===== src/rtl/fan_pwm_ctrl.sv =====
module fan_pwm_ctrl #(
  parameter int W          = 32,
  parameter int TW         = 12,
  parameter int RST_PERIOD = 4000,
  parameter int LOW_DEF    = 20,
  parameter int HIGH_DEF   = 50
) (
  input  logic          clk,
  input  logic          rst_n,
  input  logic [1:0]    bus_addr,
  input  logic          bus_wr,
  input  logic [W-1:0]  bus_wdata,
  output logic [W-1:0]  bus_rdata,
  input  logic [TW-1:0] temp,
  input  logic          tick,
  output logic [1:0]    speed,
  output logic          override,
  output logic          pwm_out
);
  localparam int HI_LSB    = 16;
  localparam int RST_PULSE = RST_PERIOD / 3;

  logic [W-1:0]  period_q, pulse_q, act_period, act_pulse, cnt;
  logic [TW-1:0] lo_q, hi_q;
  logic [1:0]    speed_q;
  logic          ovr_q;

  wire wr_per = bus_wr && bus_addr == 2'd0;
  wire wr_pul = bus_wr && bus_addr == 2'd1;
  wire wr_thr = bus_wr && bus_addr == 2'd2;
  wire wr_ctl = bus_wr && bus_addr == 2'd3;

  wire       manual   = wr_ctl && !bus_wdata[3] && bus_wdata[1:0] != 2'd0;
  wire       release_ = wr_ctl && bus_wdata[3];
  wire [1:0] auto_lvl = (temp < lo_q) ? 2'd1 : (temp >= hi_q) ? 2'd3 : 2'd2;
  wire       auto_go  = tick && !ovr_q && !manual;
  wire       load_lvl = manual || auto_go;
  wire [1:0] next_lvl = manual ? bus_wdata[1:0] : auto_lvl;

  function automatic logic [W-1:0] scale(input logic [W-1:0] p, input logic [1:0] l);
    logic [W+1:0] m;
    m = {2'b00, p} * {{W{1'b0}}, l};
    return W'(m / (W+2)'(3));
  endfunction

  always_ff @(posedge clk) begin
    if (!rst_n) begin
      period_q <= W'(RST_PERIOD);
      pulse_q  <= W'(RST_PULSE);
      lo_q     <= TW'(LOW_DEF);
      hi_q     <= TW'(HIGH_DEF);
      speed_q  <= 2'd1;
      ovr_q    <= 1'b0;
    end else begin
      if (wr_per) period_q <= bus_wdata;
      if (wr_pul) pulse_q <= bus_wdata;
      else if (load_lvl) pulse_q <= scale(period_q, next_lvl);
      if (wr_thr) begin
        lo_q <= bus_wdata[TW-1:0];
        hi_q <= bus_wdata[HI_LSB +: TW];
      end
      if (load_lvl) speed_q <= next_lvl;
      if (manual) ovr_q <= 1'b1;
      else if (release_) ovr_q <= 1'b0;
    end
  end

  wire [W:0] cnt_nx = {1'b0, cnt} + 1'b1;
  wire       wrap   = cnt_nx >= {1'b0, act_period};

  always_ff @(posedge clk) begin
    if (!rst_n) begin
      cnt        <= '0;
      act_period <= W'(RST_PERIOD);
      act_pulse  <= W'(RST_PULSE);
    end else if (wrap) begin
      cnt        <= '0;
      act_period <= period_q;
      act_pulse  <= pulse_q;
    end else begin
      cnt <= cnt_nx[W-1:0];
    end
  end

  always_comb begin
    case (bus_addr)
      2'd0:    bus_rdata = period_q;
      2'd1:    bus_rdata = pulse_q;
      2'd2:    bus_rdata = {{(W-HI_LSB-TW){1'b0}}, hi_q, {(HI_LSB-TW){1'b0}}, lo_q};
      default: bus_rdata = {{(W-3){1'b0}}, ovr_q, speed_q};
    endcase
  end

  assign pwm_out  = cnt < act_pulse;
  assign speed    = speed_q;
  assign override = ovr_q;
endmodule


===== config.mk =====
export PLATFORM = sky130hd
export DESIGN_NAME = fan_pwm_ctrl
export DESIGN_NICKNAME = d
export VERILOG_FILES = /design/src/rtl/fan_pwm_ctrl.sv
export SDC_FILE = /design/constraint.sdc
export NUM_CORES = 1
export LEC_CHECK = 0
export CAP_MARGIN = 15
export CORE_UTILIZATION = 40
export CTS_CLUSTER_DIAMETER = 200
export CTS_CLUSTER_SIZE = 28
export DETAILED_ROUTE_END_ITERATION = 10
export GPL_ROUTABILITY_DRIVEN = 0
export PLACE_DENSITY = 0.55
export SLEW_MARGIN = 15
export SYNTH_ARGS = -nofsm -noshare
export SYNTH_HDL_FRONTEND = slang
export SYNTH_SLANG_ARGS = --single-unit
export TNS_END_PERCENT = 20

===== constraint.sdc =====
create_clock -name clk -period 17.55 [get_ports clk]
set_clock_uncertainty 0.15 [all_clocks]
set_input_delay 3.51 -clock clk [delete_from_list [all_inputs] [get_ports clk]]
set_output_delay 3.51 -clock clk [all_outputs]
set_load 0.01 [all_outputs]

==> summary by stage <==
Outcome
The run finished with clean final reports.

Floorplanning
For this configuration, the core starts out at a cell density of 0.406. The die width is 203 µm. The initialized floorplan defines 73 standard-cell rows. For this design the top-level I/O count stands at 86. The height of the chip is 203 µm. The area of the die is 41200 µm². The total area inside the core boundary comes to 39800 µm².

Timing
The setup TNS after final layout is 0 ps. The worst slew slack as a fraction of its limit is 0.296. Setup repair after global routing left no endpoint under its margin. For the pin with the worst max-slew slack, the measured transition is 1050 ps. The count of final hold-check violations came to 0. The worst path setup slack after routing is 1010 ps. The fmax is 0.0605 GHz.

Of the available clock period, the critical path in the final layout requires 0.942. The count of final max-slew check failures is 0. The final count of negative-setup-slack endpoints is 0. The minimum clock period is 16540 ps.

Final layout
The multi-input logic area is 11500 µm². The layout filler cell count is 4071. In the final layout, the share of cells above drive strength 1 is 0.0682. The area of all sequential standard cells is 3740 µm². For this run, the post-layout net count is 2284. The post-route cell area is 17900 µm².

The area growth from synthesis to layout is 11.0%. The non-filler instance count after layout is 2652. The number of antenna repair diodes is 0.

Placement
The number of placed instances, taps included is 2617. Port buffering added 85 buffers. The standard cell area after detailed placement is 17300 µm². The detailed placer's ending HPWL is 37900 µm. The pre-CTS setup slack is 387 ps.

CTS
The clock tree from TritonCTS is done. The worst-skew pair later-pin latency is 430 ps. The total of hold buffers inserted after clock tree synthesis is 0.

CTS placed an instance of clkbuf_16 at the clock tree root. The number of clock buffers added by TritonCTS is 17. The number of clock sinks is 187. The CTS clock-pin slew for the worst setup and hold paths is 70 ps. No sink is reached through more buffers than the 2 on the longest clock path. In this run the number of H-tree levels came out at 4.

GRT
The first global-routing pass estimated 78800 µm of wire. The largest net degree at the start of global routing is 99. The overflow left after global routing is 0.

The number of global-route vias before repair is 13955. For this run, the total global-route usage over all layers was measured as 0.240. The initial antenna violation count is 0.

Logic synthesis
In the post-synthesis netlist, the biggest area contributors are dfxtp_1 23%, ha_1 9.2%, mux2i_1 6.3%, nand2_1 5.9%, nor2b_1 4.3%. The synthesized design contains 0 enable-type register cells. In the synthesized netlist, the cells that appear most often are 256 x nand2_1, 187 x dfxtp_1, 128 x nor2_1. When the netlist entered floorplanning its net count stood at 2279. Synthesis produced 2109 cells. Yosys printed 0 warnings.

Summing every instance area after synthesis gives 16200 µm². The top cell type's share of synthesized area is 0.232. The async set or reset register ratio after synthesis is 0. The share of the Yosys chip area taken by registers is 0.232. For this run, the leading register cell type out of synthesis is dfxtp_1.

The average instance in the mapped netlist occupies 7.67 µm². The cell taking the most area after synthesis is dfxtp_1. nand2_1 is the most common cell in the netlist.

The number of different library cells in the post-synthesis netlist is 115. After synthesis the netlist holds a flip-flop and latch count of 187.

Critical path
STA classifies the critical path startpoint as an input port. Among all stages on the critical path, the largest delay is contributed by clkdlybuf4s50_1. Counting stages on the worst path, the most repeated cell is a21oi_1. For this run, the slowest stage of the critical path takes 520 ps.

The top fanout value on the critical path is 34. The minimum setup slack among reg-to-reg paths is 4320 ps. The required time at the endpoint of the critical path is 17710 ps. STA classifies the critical path endpoint as a flip-flop. Counting cells, the worst reg-to-reg path comes to 52. The worst setup path is of the in2reg kind. At the worst endpoint, the arrival time is 16700 ps.

Routing
The average wire per standard cell is 18.7 µm. The detailed router's first-iteration violation count is 1138. Summing over every cut layer, the via total after detailed routing is 15300. The via count normalized by instance count is 5.77.

The number of iterations in the first detailed-routing pass is 7. For this block, the routed nets add up to 49700 µm of wire. Once detail routing completed, the nets flagged for antenna violations numbered 0. After detailed routing, the number of remaining DRC violations is 0.

Power and ir drop
The share of total power dissipated in the clock network is 0.225. The worst voltage drop across the vdd grid is 0.0437 mV. The overall power after layout is 0.00168 W.

The total internal power is 0.000982 W. Of the total power, registers draw 0.287. The areal power density over the cells is 93.4 nW/µm². The share of total power dissipated in combinational logic is 0.487. In this run the power spent charging and discharging nets is 0.000694 W. Of the total power, the share spent switching nets is 0.414. The leakage power is 7.72 nW.

Worst hold path
In this run the worst hold path is classified as reg2reg. The worst hold path was traced through 2 stages.

Flow run
Max-cap violations in this run came to 0.
-- placed cells by master, fill, tap and decap left out, types with 50 or more instances in the layout --
master / count
nand2_1: 256
dfxtp_1: 187
nor2_1: 127
ha_1: 119
a21oi_1: 118
o21ai_0: 118
nor2b_1: 111
inv_1: 105
mux2i_1: 102
clkdlybuf4s50_1: 82
nand3_1: 65
a21boi_0: 50
-- critical path, delay by kind of cell --
| family | cells | cell delay [ps] |
|---|---|---|
| compound gates | 26 | 6750 |
| simple gates | 20 | 4180 |
| buf+inv | 4 | 1060 |
| fa+ha+maj | 3 | 910 |
| mux | 1 | 260 |
-- layer usage --
layer | GRT usage | part of all wire | routed length (µm)
met4 | 0.0521 | 0.016 | 786
met1 | 0.353 | 0.49 | 24500
met3 | 0.0270 | 0.055 | 2720
met5 | 0 | 0 | 0
met2 | 0.370 | 0.44 | 21700
-- cell type report --
type	count	area share
Inverter	105	0.0220
Timing Repair Buffer	114	0.0588
Multi-Input combinational cell	1689	0.642
Tap cell	525	0.0366
Clock buffer	23	0.0272
Sequential cell	187	0.209
Clock inverter	9	0.00495
-- logic make-up after synthesis --
| logic type | count (synthesis) | share of synthesized area |
|---|---|---|
| multiplexers | 110 | 0.0708 |
| flip-flops | 187 | 0.232 |
| AO/OA/AOI/OAI | 561 | 0.248 |
| adder cells (fa/ha/maj) | 120 | 0.0933 |
| XOR/XNOR | 82 | 0.0453 |
| buffers and inverters | 233 | 0.0586 |
| AND/OR/NAND/NOR | 816 | 0.252 |
-- worst paths after layout --
kind,from,end
worst max register to register,hi_q[0],pulse_q[0]
worst min-delay path,act_pulse[8],act_pulse[8]
worst min register to register,act_pulse[8],act_pulse[8]
worst max-delay path,temp[0],pulse_q[0]
-- state kept, by name, summed over array words and instances, names as in the netlist --
name / count
act_period: 32
act_pulse: 32
cnt: 32
period_q: 32
pulse_q: 32
hi_q: 12
lo_q: 12
speed: 2
override: 1
-- power groups by stage --
stage               registers (W)  logic, W  clock network [W]
floorplan                0.000471  0.000635                  0
CTS                      0.000479  0.000794           0.000386
global route             0.000483  0.000895           0.000404
finish                   0.000482  0.000817           0.000378
global placement         0.000488  0.000780                  0
detailed placement       0.000489  0.000791                  0
-- through the flow --
step                hold WS [ps]  utilization
floorplan                    289            -
global placement             307        0.435
detailed placement           319        0.435
CTS                          336        0.450
global route                 344        0.451
finish                       327        0.451
-- what timing repair did --
action	4_1_cts	5_1_grt
buffers inserted	0	3
endpoints found under the setup margin	0	2
resized for setup	0	3
No activity file was read; power rests on OpenSTA's default activity.
